--- config.mk ---
export PLATFORM = sky130hd
export DESIGN_NAME = bytepack_fifo_engine
export DESIGN_NICKNAME = d
export VERILOG_FILES = /design/src/rtl/bfe_pkg.sv /design/src/rtl/bfe_store.sv /design/src/rtl/bfe_flags.sv /design/src/rtl/bfe_lane.sv /design/src/rtl/bytepack_fifo_engine.sv
export SDC_FILE = /design/constraint.sdc
export NUM_CORES = 1
export LEC_CHECK = 0
export ABC_AREA = 0
export BUFFER_PORTS_ARGS = -buffer_cell sky130_fd_sc_hd__buf_2
export CAP_MARGIN = 20
export CORE_MARGIN = 5
export CORE_UTILIZATION = 35
export DETAILED_ROUTE_END_ITERATION = 8
export PLACE_DENSITY = 0.5
export SKIP_LAST_GASP = 1
export SLEW_MARGIN = 20
export SYNTH_ARGS = -nofsm -noshare
export SYNTH_HDL_FRONTEND = slang
export SYNTH_SLANG_ARGS = --single-unit
--- constraint.sdc ---
create_clock -name clk -period 9.8 [get_ports clk]
set_input_delay 0.49 -clock clk [delete_from_list [all_inputs] [get_ports clk]]
set_output_delay 0.49 -clock clk [all_outputs]
set_load 0.1 [all_outputs]
--- src/rtl/bfe_pkg.sv ---
// Shared definitions for the byte-to-word FIFO engine: flag bit
// positions and control-byte field positions.
package bfe_pkg;
    localparam int FL_ACTIVE = 0;
    localparam int FL_HALF   = 1;
    localparam int FL_FULL   = 2;
    localparam int FL_EMPTY  = 3;
    localparam int FL_AVAIL  = 4;
    localparam int FLAG_W    = 5;

    localparam int CTL_EN_BIT  = 0;
    localparam int CTL_DIR_BIT = 1;

    typedef enum logic {
        DIR_TO_CARD   = 1'b0,
        DIR_FROM_CARD = 1'b1
    } xfer_dir_e;
endpackage

--- src/rtl/bfe_store.sv ---
// Word store: circular buffer of DEPTH words with wrap-around pointers.
// Assumes DEPTH is a power of two. Pushes into a full store and pops
// from an empty one are dropped. The head word is read combinationally.
module bfe_store #(
    parameter int DEPTH  = 16,
    parameter int WORD_W = 32,
    localparam int AW    = $clog2(DEPTH),
    localparam int LW    = AW + 1
) (
    input  logic              clk,
    input  logic              rst_n,
    input  logic              push,
    input  logic [WORD_W-1:0] wdata,
    input  logic              pop,
    output logic [WORD_W-1:0] head,
    output logic [LW-1:0]     level,
    output logic              full,
    output logic              empty
);
    logic [WORD_W-1:0] mem [DEPTH];
    logic [AW-1:0]     wr_ptr, rd_ptr;
    logic              do_push, do_pop;

    assign full    = (level == LW'(DEPTH));
    assign empty   = (level == '0);
    assign do_push = push && !full;
    assign do_pop  = pop && !empty;
    assign head    = mem[rd_ptr];

    // Storage write; contents need no reset.
    always_ff @(posedge clk) begin
        if (do_push) mem[wr_ptr] <= wdata;
    end

    // Pointer and level tracking.
    always_ff @(posedge clk) begin
        if (!rst_n) begin
            wr_ptr <= '0;
            rd_ptr <= '0;
            level  <= '0;
        end else begin
            if (do_push) wr_ptr <= wr_ptr + AW'(1);
            if (do_pop)  rd_ptr <= rd_ptr + AW'(1);
            case ({do_push, do_pop})
                2'b10:   level <= level + LW'(1);
                2'b01:   level <= level - LW'(1);
                default: level <= level;
            endcase
        end
    end
endmodule

--- src/rtl/bfe_flags.sv ---
// Level flag generator. Both receive and transmit flag vectors come
// from one level count; the vector for the unselected direction is zero.
module bfe_flags
    import bfe_pkg::*;
#(
    parameter int DEPTH = 16,
    localparam int LW   = $clog2(DEPTH) + 1
) (
    input  logic [LW-1:0]     level,
    input  logic              dir,
    input  logic              en,
    output logic [FLAG_W-1:0] rx_flags,
    output logic [FLAG_W-1:0] tx_flags
);
    localparam logic [LW-1:0] HALF = LW'(DEPTH / 2);

    logic [FLAG_W-1:0] rx_raw, tx_raw;

    // Raw flags per side before the direction mask.
    always_comb begin
        rx_raw = '0;
        tx_raw = '0;
        rx_raw[FL_ACTIVE] = en;
        tx_raw[FL_ACTIVE] = en;
        rx_raw[FL_HALF]   = (level >= HALF);
        tx_raw[FL_HALF]   = (level <= HALF);
        rx_raw[FL_FULL]   = (level == LW'(DEPTH));
        tx_raw[FL_FULL]   = rx_raw[FL_FULL];
        rx_raw[FL_EMPTY]  = (level == '0);
        tx_raw[FL_EMPTY]  = rx_raw[FL_EMPTY];
        rx_raw[FL_AVAIL]  = (level != '0);
        tx_raw[FL_AVAIL]  = rx_raw[FL_AVAIL];
    end

    assign rx_flags = (dir == DIR_FROM_CARD) ? rx_raw : '0;
    assign tx_flags = (dir == DIR_TO_CARD)   ? tx_raw : '0;
endmodule

--- src/rtl/bfe_lane.sv ---
// Lane sequencer: tracks which byte lane of the current word is next.
// In receive mode it accumulates bytes little-endian. In transmit mode
// it picks the lane out of the head word. word_done marks the
// handshake that closes a word, whether on the last lane or at the end
// of the transfer.
module bfe_lane #(
    parameter int WORD_W = 32,
    localparam int BYTES = WORD_W / 8,
    localparam int IDX_W = $clog2(BYTES)
) (
    input  logic              clk,
    input  logic              rst_n,
    input  logic              restart,
    input  logic              take,
    input  logic              dir,
    input  logic              last_byte,
    input  logic [7:0]        rx_byte,
    input  logic [WORD_W-1:0] head,
    output logic [WORD_W-1:0] pack_word,
    output logic [7:0]        tx_byte,
    output logic              word_done
);
    logic [IDX_W-1:0]  idx;
    logic [WORD_W-1:0] acc;

    assign pack_word = acc | (WORD_W'(rx_byte) << (8 * idx));
    assign tx_byte   = head[idx*8 +: 8];
    assign word_done = take && ((idx == IDX_W'(BYTES - 1)) || last_byte);

    // Lane index and receive accumulator update.
    always_ff @(posedge clk) begin
        if (!rst_n || restart) begin
            idx <= '0;
            acc <= '0;
        end else if (take) begin
            if (word_done) begin
                idx <= '0;
                acc <= '0;
            end else begin
                idx <= idx + IDX_W'(1);
                acc <= dir ? pack_word : '0;
            end
        end
    end
endmodule

--- src/rtl/bytepack_fifo_engine.sv ---
// Byte-to-word FIFO engine top. Holds the length, control and byte
// counter registers, steers the store between host and card sides by
// direction, and keeps the sticky events. Assumes the card side moves
// at most one byte per cycle. If length and control are written in the
// same cycle, the counter loads the previous length.
module bytepack_fifo_engine
    import bfe_pkg::*;
#(
    parameter int DEPTH  = 16,
    parameter int WORD_W = 32,
    parameter int LEN_W  = 16,
    localparam int LW    = $clog2(DEPTH) + 1
) (
    input  logic              clk,
    input  logic              rst_n,
    input  logic              len_we,
    input  logic [LEN_W-1:0]  len_wdata,
    input  logic              ctl_we,
    input  logic [7:0]        ctl_wdata,
    input  logic              evt_clr,
    input  logic              host_push,
    input  logic [WORD_W-1:0] host_wdata,
    input  logic              host_pop,
    output logic [WORD_W-1:0] host_rdata,
    input  logic              card_rx_valid,
    input  logic [7:0]        card_rx_data,
    output logic              card_rx_ready,
    output logic              card_tx_valid,
    output logic [7:0]        card_tx_data,
    input  logic              card_tx_ready,
    output logic [7:0]        ctl_q,
    output logic [LEN_W-1:0]  byte_cnt,
    output logic [LEN_W-1:0]  word_cnt,
    output logic [FLAG_W-1:0] rx_flags,
    output logic [FLAG_W-1:0] tx_flags,
    output logic              data_end,
    output logic              block_end,
    output logic              push_err
);
    logic [LEN_W-1:0]  len_q;
    logic [LEN_W:0]    cnt_sum;
    logic [LW-1:0]     level;
    logic              full, empty;
    logic [WORD_W-1:0] head, pack_word, st_wdata;
    logic              dir, en, live, rx_take, tx_take, take, last_byte;
    logic              word_done, st_push, st_pop, end_hit, overflow;

    assign dir       = ctl_q[CTL_DIR_BIT];
    assign en        = ctl_q[CTL_EN_BIT];
    assign live      = en && (byte_cnt != '0);
    assign last_byte = (byte_cnt == LEN_W'(1));

    assign card_rx_ready = live && (dir == DIR_FROM_CARD) && !full;
    assign card_tx_valid = live && (dir == DIR_TO_CARD) && !empty;
    assign rx_take       = card_rx_valid && card_rx_ready;
    assign tx_take       = card_tx_valid && card_tx_ready;
    assign take          = rx_take || tx_take;
    assign end_hit       = take && last_byte;

    assign st_push    = dir ? word_done : host_push;
    assign st_wdata   = dir ? pack_word : host_wdata;
    assign st_pop     = dir ? host_pop  : word_done;
    assign overflow   = host_push && !dir && full;
    assign host_rdata = (dir && !empty) ? head : '0;

    assign cnt_sum  = {1'b0, byte_cnt} + (LEN_W + 1)'(3);
    assign word_cnt = LEN_W'(cnt_sum >> 2);

    bfe_store #(.DEPTH(DEPTH), .WORD_W(WORD_W)) u_store (
        .clk(clk), .rst_n(rst_n), .push(st_push), .wdata(st_wdata),
        .pop(st_pop), .head(head), .level(level), .full(full), .empty(empty)
    );

    bfe_lane #(.WORD_W(WORD_W)) u_lane (
        .clk(clk), .rst_n(rst_n), .restart(ctl_we), .take(take), .dir(dir),
        .last_byte(last_byte), .rx_byte(card_rx_data), .head(head),
        .pack_word(pack_word), .tx_byte(card_tx_data), .word_done(word_done)
    );

    bfe_flags #(.DEPTH(DEPTH)) u_flags (
        .level(level), .dir(dir), .en(en), .rx_flags(rx_flags), .tx_flags(tx_flags)
    );

    // Length, control and byte counter registers, with enable self-clear.
    always_ff @(posedge clk) begin
        if (!rst_n) begin
            len_q    <= '0;
            ctl_q    <= '0;
            byte_cnt <= '0;
        end else begin
            if (len_we) len_q <= len_wdata;
            if (ctl_we) begin
                ctl_q <= ctl_wdata;
                if (ctl_wdata[CTL_EN_BIT]) byte_cnt <= len_q;
            end else begin
                if (take) byte_cnt <= byte_cnt - LEN_W'(1);
                if (en && (byte_cnt == '0) && empty) ctl_q[CTL_EN_BIT] <= 1'b0;
            end
        end
    end

    // Sticky event and error bits; a set in the same cycle wins over clear.
    always_ff @(posedge clk) begin
        if (!rst_n) begin
            data_end  <= 1'b0;
            block_end <= 1'b0;
            push_err  <= 1'b0;
        end else begin
            data_end  <= end_hit  || (data_end  && !evt_clr);
            block_end <= end_hit  || (block_end && !evt_clr);
            push_err  <= overflow || (push_err  && !evt_clr);
        end
    end
endmodule

# Word-level counts from Yosys, hierarchy flattened
# Memories as Yosys holds them, arrays and structs flattened. A register that Yosys moved wholly into a read port is not among the register bits.
# Cells that the tools add are included.
# W data, S select, Z words.
# op_classes
bitwise_logic	2
order_cmp	2
n_eq_ne	6
shift	2
n_addsub	7
n_reduce_logical	38
n_mux	19
# op_table
cell	count
$mux W32	4
$mux W16	3
$or A32 B32 Y32	1
$shiftx A32 B6 Y8	1
$shl A8 B5 Y32	1
$logic_and A1 B1 Y1	19
$add A16 B2 Y17 const B	1
$eq A16 B1 Y1 const B	1
$logic_not A16 Y1	1
$reduce_bool A16 Y1	1
$sub A16 B1 Y16 const B	1
$mux W5	2
$pmux W5 S2	1
$add A4 B1 Y4 const B	2
$mux W4	2
$logic_or A1 B1 Y1	6
$mux W1	6
$reduce_bool A2 Y1	3
$add A5 B1 Y5 const B	1
$eq A5 B5 Y1 const B	1
$ge A5 B4 Y1 const B	1
$le A5 B4 Y1 const B	1
$logic_not A1 Y1	5
$logic_not A5 Y1	1
other kinds (9)	10
# totals
n_memories	1
output_inout_bits	95
elab_cells	89
inputBits	73
ram_bits	512
regBits	90
# memory_table
name	words	width	rd	rd_ports_with_merged_regs	write_ports	line_no	source
u_store.mem	16	32	1	1	1	bfe_store.sv:20	logic [WORD_W-1:0] mem [DEPTH];

# Longest topological paths before layout
# Gate-level depths: netlist of run 1.
# logic_depth
ltp_word	11
ltp_mapped	16
mapped_depth_nobuf	14

# Modules after synthesis
# Synthesis of run 1 repeated with hierarchy kept, for this count alone.
# unflattened
cells_unflattened	1357
area_unflattened_um2	25146.6
# by_module_without_submodules
mod	instances	area_per_inst_um2	seq_area_each_um2	cells_per_inst
bfe_store	1	20229.4	15715.1	837
bytepack_fifo_engine	1	3094.2	860.8	354
bfe_lane	1	1722.9	680.7	152
bfe_flags	1	100.1	0.0	14

# Worst setup path before layout of run 1
# OpenSTA, ideal clock, no wires.
# synth_timing
path_kind	register -> register
from	reg byte_cnt[0]
to	mem u_store.mem[0][0], enable pin
synth_period_minus_slack_ns	5.454
path_buffers	1
required_time_ns	9.339
slack_ns	4.346
setup_ns	0.461
stages_incl_launch_ff	10
arrival_time_ns	4.993
cell_sequence	dfxtp_1 -> inv_1 -> ha_1 -> or3b_2 -> clkbuf_1 -> o41a_1 -> o21ai_2 -> o32ai_4 -> nand2_1 -> nor3_1
# synth_via
elab_chain_len	11
word_cells_on_any_way	16
# synth_rtl
element	line_no	source
start, declared	bytepack_fifo_engine.sv:32	output logic [LEN_W-1:0] byte_cnt,
start signal, assigned	bytepack_fifo_engine.sv:94	if (ctl_wdata[CTL_EN_BIT]) byte_cnt <= len_q;
start signal, assigned	bytepack_fifo_engine.sv:96	if (take) byte_cnt <= byte_cnt - LEN_W'(1);
$reduce_bool A16 Y1	bytepack_fifo_engine.sv:50	assign live = en && (byte_cnt != '0);
$logic_and A1 B1 Y1	bytepack_fifo_engine.sv:50	
$logic_and A1 B1 Y1 (on tied branches) (2 in a row)	bytepack_fifo_engine.sv:53, bytepack_fifo_engine.sv:54	
$logic_and A1 B1 Y1 (on tied branches)	bytepack_fifo_engine.sv:55, bytepack_fifo_engine.sv:56	
$logic_or A1 B1 Y1	bytepack_fifo_engine.sv:57	assign take = rx_take || tx_take;
$logic_and A1 B1 Y1 (*)	bfe_lane.sv:28	assign word_done = take && ((idx == IDX_W'(BYTES - 1)) || last_byte);
$mux W1 (*)	bytepack_fifo_engine.sv:60	assign st_push = dir ? word_done : host_push;
$logic_and A1 B1 Y1 (*)	bfe_store.sv:26	assign do_push = push && !full;
$mux W1 (*)	bfe_store.sv:32	if (do_push) mem[wr_ptr] <= wdata;
$mux W1 (implied by the code) (*)	bfe_store.sv:32	
end, declared	bfe_store.sv:20	
# Every way passes the cells marked *; elsewhere a longest branch is shown, timed or not.

==> results of run 1 <==
==> cell families after synthesis <==
| logic type | Yosys count | synth area share |
|---|---|---|
| AO/OA/AOI/OAI | 162 | 0.0450 |
| XOR/XNOR | 29 | 0.0102 |
| adder cells (fa/ha/maj) | 11 | 0.00553 |
| buffers and inverters | 122 | 0.0209 |
| flip-flops | 606 | 0.693 |
| multiplexers | 207 | 0.168 |
| other | 1 | 0.000151 |
| AND/OR/NAND/NOR | 287 | 0.0575 |
==> stage by stage <==
stage | utilization | instance area [um^2] | hold slack [ns]
floorplan | - | 24900 | 0.473
global placement | 0.382 | 26800 | 0.473
detailed placement | 0.382 | 26800 | 0.473
CTS | 0.414 | 29100 | 0.106
global route | 0.415 | 29200 | 0.139
finish | 0.415 | 29200 | 0.147
==> worst max path at each step <==
| stage | start | endpoint | slack [ns] | cells past startpoint |
|---|---|---|---|---|
| 3_5_place_dp | flip-flop | card_tx_data[7] | 5.28 | 6 |
| 5_1_grt | flip-flop | card_tx_data[7] | 4.55 | 6 |
| 2_1_floorplan | byte_cnt[0] | u_store.mem[0][0] | 4.35 | 9 |
| 3_3_place_gp | flip-flop | card_tx_data[7] | 5.30 | 6 |
| 6_report | flip-flop | card_tx_data[6] | 4.71 | 6 |
| 4_1_cts | flip-flop | card_tx_data[7] | 4.62 | 6 |
==> final cells by class <==
| type | count | area [um^2] | share of cell area |
|---|---|---|---|
| Clock buffer | 81 | 1750 | 0.0599 |
| Multi-Input combinational cell | 697 | 7320 | 0.251 |
| Inverter | 10 | 37.5 | 0.00129 |
| Timing Repair Buffer | 203 | 1140 | 0.0390 |
| Antenna cell | 1 | 2.50 | 0.0000858 |
| Clock inverter | 40 | 482 | 0.0165 |
| Tap cell | 940 | 1180 | 0.0403 |
| Sequential cell | 606 | 17300 | 0.592 |
==> state kept, by name, summed over array words and instances, names as in the netlist, 4 cells and up, named ones only <==
register	flops
u_store.mem	512
u_lane.acc	32
byte_cnt	16
len_q	16
ctl_q	8
u_store.level	5
u_store.rd_ptr	4
u_store.wr_ptr	4
==> cells in the final DEF (no fill, tap or decap), types with 9 or more instances in the layout <==
cell       instances
a21oi_1           52
mux2i_1           38
a22oi_1           32
o21ai_0           11
inv_1              9
nor3_1             9
edfxtp_1         512
xnor2_1           17
and2_1            16
mux4_2           168
nand2b_1           9
dfxtp_1           89
nor2_4            12
nand2_1           43
nor2b_1           35
ha_1              11
a21oi_2           22
clkbuf_16         66
clkbuf_1          11
nor2_1            90
clkinv_1          13
buf_4             34
and3_1            34
xor2_1            12
buf_2            167
==> layer usage <==
metal,global-route usage,up-vias,wire length [um]
met5,0,-,13
met4,0.0389,2,975
met3,0.0417,71,5230
met2,0.292,512,33600
met1,0.254,7255,30600
li1,-,5976,-
==> tightest hold or removal path, stage by stage <==
cell and delay [ns]:
buf_2 0.08, mux2i_1 0.05, nor2b_1 0.09
==> power breakdown <==
part / internal [mW] / switching [mW] / total (mW)
Sequential: 2.86 / 0.0298 / 2.89
Combinational: 0.134 / 0.409 / 0.542
Clock: 1.50 / 1.04 / 2.54
==> cells in the mapped netlist (all sizes together) (2+ instances only) <==
cell type	number	area share
or3b	2	0.00070
nand2	45	0.0069
o211ai	2	0.00080
nand2b	9	0.0023
a211oi	2	0.00060
buf	48	0.0098
xnor2	17	0.0060
nand3	6	0.0014
o41ai	4	0.0022
nor3b	2	0.00060
inv	10	0.0015
a21oi	74	0.015
and2	17	0.0043
or4	4	0.0014
nand4	5	0.0013
xor2	12	0.0042
nor2	102	0.015
nor2b	35	0.0088
and3	35	0.0088
a32oi	2	0.00070
dfxtp	94	0.076
o21ai	14	0.0030
mux2i	38	0.015
ha	11	0.0055
mux4	168	0.15
a22oi	32	0.0096
o311a	3	0.0012
clkbuf	64	0.0096
nor3	14	0.0028
o21a	4	0.0012
edfxtp	512	0.62
nor4	6	0.0015
o211a	8	0.0032
a21boi	5	0.0015
or3	3	0.00075
==> impl_metrics.ini, run 1 <==
[critical_path]
cp_data_required_time_ns = 9.31
crit_path_cell_trace = buf_4, buf_4, mux4_2, mux4_2, mux4_2, buf_2
start_kind = flip-flop
crit_top_cell = mux4_2
critPathTopFamily = buffers and inverters
worstSetupPathType = reg -> out
worstReg2RegEnd = u_store.mem[0][6]
critPathSlowestCell = buf_4
critPathMaxFanout = 54
critPathBufInv = 3
timing.rr.start = byte_cnt[12]
max_stage_delay_ns = 0.76
r2r_slack_ns = 5.60
cp-end-kind = output port
critPathArrivalTime_ns = 4.60
reg2reg_depth = 7

[yosys]
synthFlopType = edfxtp_1
syn_nets = 1509
ys_types = 66
avgSynthCellArea_um2 = 17.5
synth_seq_cells = 606
synth-edff-count = 512
netlist_instances = 1425
ys_warn_count = 0
async_flop_share = 0
syn_area_um2 = 24900
yosysSeqAreaShare = 0.693

[floorplan]
start_util = 0.354
core_area_um2 = 70300
dieArea_um2 = 76600
fp.dieW_um = 277
rows = 97
dieHeight_um = 277
pin_count = 168

[worst_hold_path]
hold_start = ctl_wdata[6]
worstHoldPathCells = 3
min_path_type = in -> reg
min_to = ctl_q[6]

[timing]
fmax_ghz = 0.196
maxSlewViolCount = 0
rsz0062_at_grt = false
finalSetupTns_ns = 0
setup_viol = 0
finalHoldViolations = 0
fin_crit_sh = 0.519
fin_ws_ns = 4.71
period_minus_slack_ns = 5.09
slew_headroom = 0.272
worst_pin_slew_ns = 1.09
finClkSkew_ns = 0.0185

[clock_tree]
clockBufferDepth = 3
htree_levels = 3
clkSinkCount = 606
cts_root_buf = clkbuf_16
clock_latency_ns = 0.61
cts_resized = 0
path_clk_slew_ns = 0.06
cts_inserted_buffers = 66
tritoncts = built
post-cts-setup-buffer-count = 0
hold_buffers = 0

[routing]
drtPass1Iterations = 7
wirelength_mm = 70.4
drc = 0
drt_iter0_drc = 1335
via_per_inst = 5.36
antenna_left = 0
wire_per_inst_um = 27.3
vias = 13816

[final_layout]
layout.nets = 1668
layout-drive-gt1-share = 0.324
area_delta_synth_final_pct = 17.2
post_layout_nonfiller_instances = 2578
n_fill_cell = 6322

[placed_design]
dpl_worst_slack_ns = 5.28
place_hpwl_mm = 42.3
dp_cells = 2454
port_buffers = 166
gp_congestion = 0.775

[job]
max_cap_violations = 0

[power]
powerDensity_nw_per_um2 = 205
leakagePower_nw = 9.76
vdd_ir_drop_max_uv = 137
power_mw = 5.97

[grt]
grt_pass1_wl_mm = 102
grt_pass1_vias = 14186
track_usage = 0.181
grt_max_degree = 113
antenna_found_initial = 8
overflow = 0

[status]
status = complete, no violations
Note: power is estimated with default switching activity, not from simulation.
==> inputs of run 2 (changes only) <==
Settings changed: PLACE_DENSITY 0.5 to 0.52.
Clock period 9.8 ns to 4.5 ns, I/O delays scaled along.
==> impl_metrics.ini, run 2 (synthesized netlist as in run 1, its figures left out) <==
[status]
status = complete, no violations

[grt]
grt_pass1_vias = 14111
grt_pass1_wl_mm = 97.0
antenna_found_initial = 7
overflow = 0
grt_max_degree = 65
track_usage = 0.170

[timing]
whs_ns = 0.0727
period_minus_slack_ns = 3.98
fin_ws_ns = 0.516
fmax_ghz = 0.251
setup_viol = 0
finalSetupTns_ns = 0
finalHoldViolations = 0
slew_headroom = 0.282
maxSlewViolCount = 0
fin_crit_sh = 0.885
worst_pin_slew_ns = 1.08
finClkSkew_ns = 0.0232
rsz0062_at_grt = false

[routing]
via_per_inst = 5.27
antenna_left = 0
wirelength_mm = 66.4
wire_per_inst_um = 25.4
drtPass1Iterations = 5
drc = 0
drt_iter0_drc = 1307
vias = 13794

[final_layout]
largestRegisters = u_store.mem (512), u_lane.acc (32)
layout.nets = 1709
final_common_cell = edfxtp_1
final_util = 0.420
layout-drive-gt1-share = 0.321
largest_reg_flops = 512
n_fill_cell = 6248
most-common-layout-cells = edfxtp_1 (512), mux4_2 (168), buf_2 (166)
antenna_cells = 0
regMostFlops = u_store.mem
area_delta_synth_final_pct = 18.5

[placed_design]
port_buffers = 166
place_hpwl_mm = 42.4
dpl_worst_slack_ns = 0.567
gp_congestion = 0.789

[critical_path]
cp-end-kind = flip-flop
critPathArrivalTime_ns = 4.45
critPathMaxFanout = 12
cp_data_required_time_ns = 4.97
start_kind = flip-flop
worstSetupPathType = reg -> reg

[floorplan]
start_util = 0.354
dieArea_um2 = 76600
rows = 97
core_area_um2 = 70300
dieHeight_um = 277
pin_count = 168
fp.dieW_um = 277

[clock_tree]
htree_levels = 3
post-cts-setup-buffer-count = 0
clock_latency_ns = 0.60
cts_root_buf = clkbuf_16
cts_resized = 0
clockBufferDepth = 3
cts_inserted_buffers = 68
path_clk_slew_ns = 0.06
tritoncts = built
clkSinkCount = 606

[power]
vdd_ir_drop_max_uv = 250
leakagePower_nw = 9.87
powerDensity_nw_per_um2 = 432

[job]
max_cap_violations = 0

[worst_hold_path]
min_path_type = in -> reg
run 2: changes by cell type in the layout (fill, tap and decap cells not counted), sizes merged, moves of 2 or more:
cell         previous run  this run
dlygate4sd3             0        25
buf                   203       217
clkbuf                 81        91
bufinv                  8         2
clkinv                 26        24
clkinvlp                2         4
run 2: per-layer routing:
| metal | track usage | part of all wire |
|---|---|---|
| met3 | 0.0427 | 0.066 |
| met1 | 0.242 | 0.45 |
| met5 | 0 | 0.00015 |
| met4 | 0.0424 | 0.022 |
| met2 | 0.264 | 0.46 |
run 2: critical path, cell delays in order (launching register included):
cell	delay, ns
dfxtp_1	0.36
inv_1	0.11
ha_1	0.28
or3b_2	0.55
o41a_1	0.47
o21ai_2	0.25
o32ai_4	0.17
inv_1	0.11
ha_1	0.40
ha_1	0.27
a211oi_1	0.10
a211o_1	0.29
a41oi_2	0.19
o311ai_2	0.15
mux2i_1	0.15
run 2: cell type report:
type / instances / area (um^2) / area share
clock buffer: 91 / 1870 / 0.0634
sequential: 606 / 17300 / 0.585
timing repair buffer: 242 / 1580 / 0.0534
tap: 940 / 1180 / 0.0399
multi-input combinational: 697 / 7340 / 0.249
clock inverter: 33 / 243 / 0.00823
inverter: 10 / 37.5 / 0.00127
run 2: worst paths after layout:
path         depth (start not counted)       startpoint  slack, ns                to
max                                 14      byte_cnt[0]       0.52  u_store.level[4]
min                                  3  card_rx_data[1]       0.07     u_lane.acc[1]
max reg2reg                         14      byte_cnt[0]       0.52  u_store.level[4]
min reg2reg                          2         data_end       0.48          data_end
run 2: report_power, final:
group | internal [mW] | leakage, nW | switching, mW
clock network | 3.05 | 1.03 | 2.21
logic | 0.312 | 3.46 | 0.903
registers | 6.23 | 5.39 | 0.0543
total | 9.59 | 9.87 | 3.16
run 2: stage by stage:
stage | instance area, um^2 | total power, mW | instances
finish | 29500 | 12.8 | 2619
global route | 29500 | 13.2 | 2619
CTS | 29400 | 12.9 | 2619
detailed placement | 27100 | 7.61 | 2470
global placement | 27100 | 7.59 | 2470
floorplan | 24900 | 7.24 | 1425
run 2: what timing repair did:
item,4_1_cts,5_1_grt
hold endpoints to repair,26,0
hold buffers,25,0
endpoints found under the setup margin,0,0
==> inputs of run 3 (changes only) <==
==> constraint.sdc (replaced) <==
create_clock -name clk -period 4.5 [get_ports clk]
set_input_delay 1.125 -clock clk [delete_from_list [all_inputs] [get_ports clk]]
set_output_delay 1.125 -clock clk [all_outputs]
set_load 0.1 [all_outputs]
==> impl_metrics.ini, run 3 (synthesized netlist as in run 1, its figures left out) <==
[clock_tree]
path_clk_slew_ns = 0.06
hold_buffers = 0
clockBufferDepth = 3
cts_inserted_buffers = 69
clock_latency_ns = 0.60
cts_root_buf = clkbuf_16
clkSinkCount = 606
htree_levels = 3
tritoncts = built

[routing]
wl_met2_mm = 32.6
highest_layer = met5
vias = 13983
dr_wl_met3_mm = 5.54
drtPass1Iterations = 5
antenna_left = 0
via_per_inst = 5.35
wirelength_mm = 70.9
wire_per_inst_um = 27.1
drt_iter0_drc = 1346
wl_met1_mm = 31.7
drc = 0

[timing]
fin_crit_sh = 0.976
finalHoldViolations = 0
worst_pin_slew_ns = 1.05
maxSlewViolCount = 0
slew_headroom = 0.297
rsz0062_at_grt = false
whs_ns = 0.492
setup_viol = 0
period_minus_slack_ns = 4.39
finClkSkew_ns = 0.0269
fmax_ghz = 0.228
fin_ws_ns = 0.106

[worst_hold_path]
min_path_type = reg -> reg
worstHoldPathCells = 2

[critical_path]
crit_top_cell = mux4_2
reg2reg_depth = 14
start_kind = flip-flop
max_stage_delay_ns = 0.61
cp-end-kind = output port
crit_path_cell_trace = buf_4, buf_16, mux4_2, mux4_2, mux4_2, clkbuf_4
worstSetupPathType = reg -> out
critPathSlowestCell = mux4_2
cp_data_required_time_ns = 3.38
critPathTopFamily = multiplexers
critPathMaxFanout = 14
critPathBufInv = 3
critPathArrivalTime_ns = 3.27
path_depth = 6

[final_layout]
regMostFlops = u_store.mem
layout-drive-gt1-share = 0.338
largest_reg_flops = 512
largestRegisters = u_store.mem (512), u_lane.acc (32)
layout.nets = 1699
most-common-layout-cells = edfxtp_1 (512), mux4_2 (168), buf_2 (161)
fin_area_um2 = 29900
final_common_cell = edfxtp_1
n_fill_cell = 6222
final_util = 0.425
area_delta_synth_final_pct = 19.9

[floorplan]
pin_count = 168
start_util = 0.354
dieArea_um2 = 76600
core_area_um2 = 70300
dieHeight_um = 277
fp.dieW_um = 277
rows = 97

[grt]
antenna_found_initial = 7
grt_max_degree = 57
grt_pass1_vias = 13977
track_usage = 0.180
grt_pass1_wl_mm = 102
overflow = 0

[placed_design]
dpl_worst_slack_ns = 0.525
port_buffers = 166
place_hpwl_mm = 42.4
gp_congestion = 0.792
placed_cell_area_um2 = 27300

[status]
status = complete, no violations

[power]
powerDensity_nw_per_um2 = 441
vdd_ir_drop_max_uv = 268
leakagePower_nw = 10.0

[job]
max_cap_violations = 0
## run 3: final timing paths
path | start | end | slack (ns)
worst max-delay path | flip-flop | card_tx_data[7] | 0.11
worst min-delay path | data_end | data_end | 0.49
worst max register to register | byte_cnt[0] | u_store.level[4] | 0.50
worst min register to register | data_end | data_end | 0.49
## run 3: stage by stage
step	total power [mW]	cells	setup TNS, ns
floorplan	7.24	1425	-30.99
global placement	7.61	2473	0
detailed placement	7.63	2474	0
CTS	13.3	2602	-0.111
global route	13.6	2611	0
finish	13.2	2612	0
## run 3: repair_timing
action                                  CTS  global route
cloned                                    1             2
endpoints found under the setup margin    6             6
buffers inserted                          0             7
gates resized for setup                   8             4
hold endpoints to repair                  0             0
## run 3: report_power, final
part           switching [mW]  internal (mW)  total [mW]
clock                    2.25           3.40        5.64
combinational           0.916          0.325        1.24
sequential             0.0546           6.23        6.29
## run 3: area by class of cell
cell class / count / area (um^2) / area share
clock buffer: 94 / 1950 / 0.0653
timing repair buffer: 231 / 1730 / 0.0581
sequential: 606 / 17300 / 0.578
clock inverter: 33 / 348 / 0.0116
multi-input combinational: 697 / 7350 / 0.246
tap: 940 / 1180 / 0.0394
antenna: 1 / 2.50 / 0.0000838
inverter: 10 / 37.5 / 0.00126
## run 3: worst register-to-register path, stage by stage, from the launching register on
cell       delay, ns
dfxtp_1         0.38
inv_1           0.12
ha_1            0.29
or3b_2          0.57
o41a_1          0.46
o211ai_2        0.12
a2bb2oi_2       0.24
inv_2           0.09
ha_1            0.35
ha_1            0.43
a211oi_1        0.10
a211o_1         0.29
a41oi_2         0.16
o311ai_2        0.14
mux2i_1         0.14
## run 3: routing by layer
metal  GRT usage  vias up
met5           0        -
met1       0.259     7341
li1            -     6055
met3      0.0478       70
met4      0.0412        8
met2       0.278      509
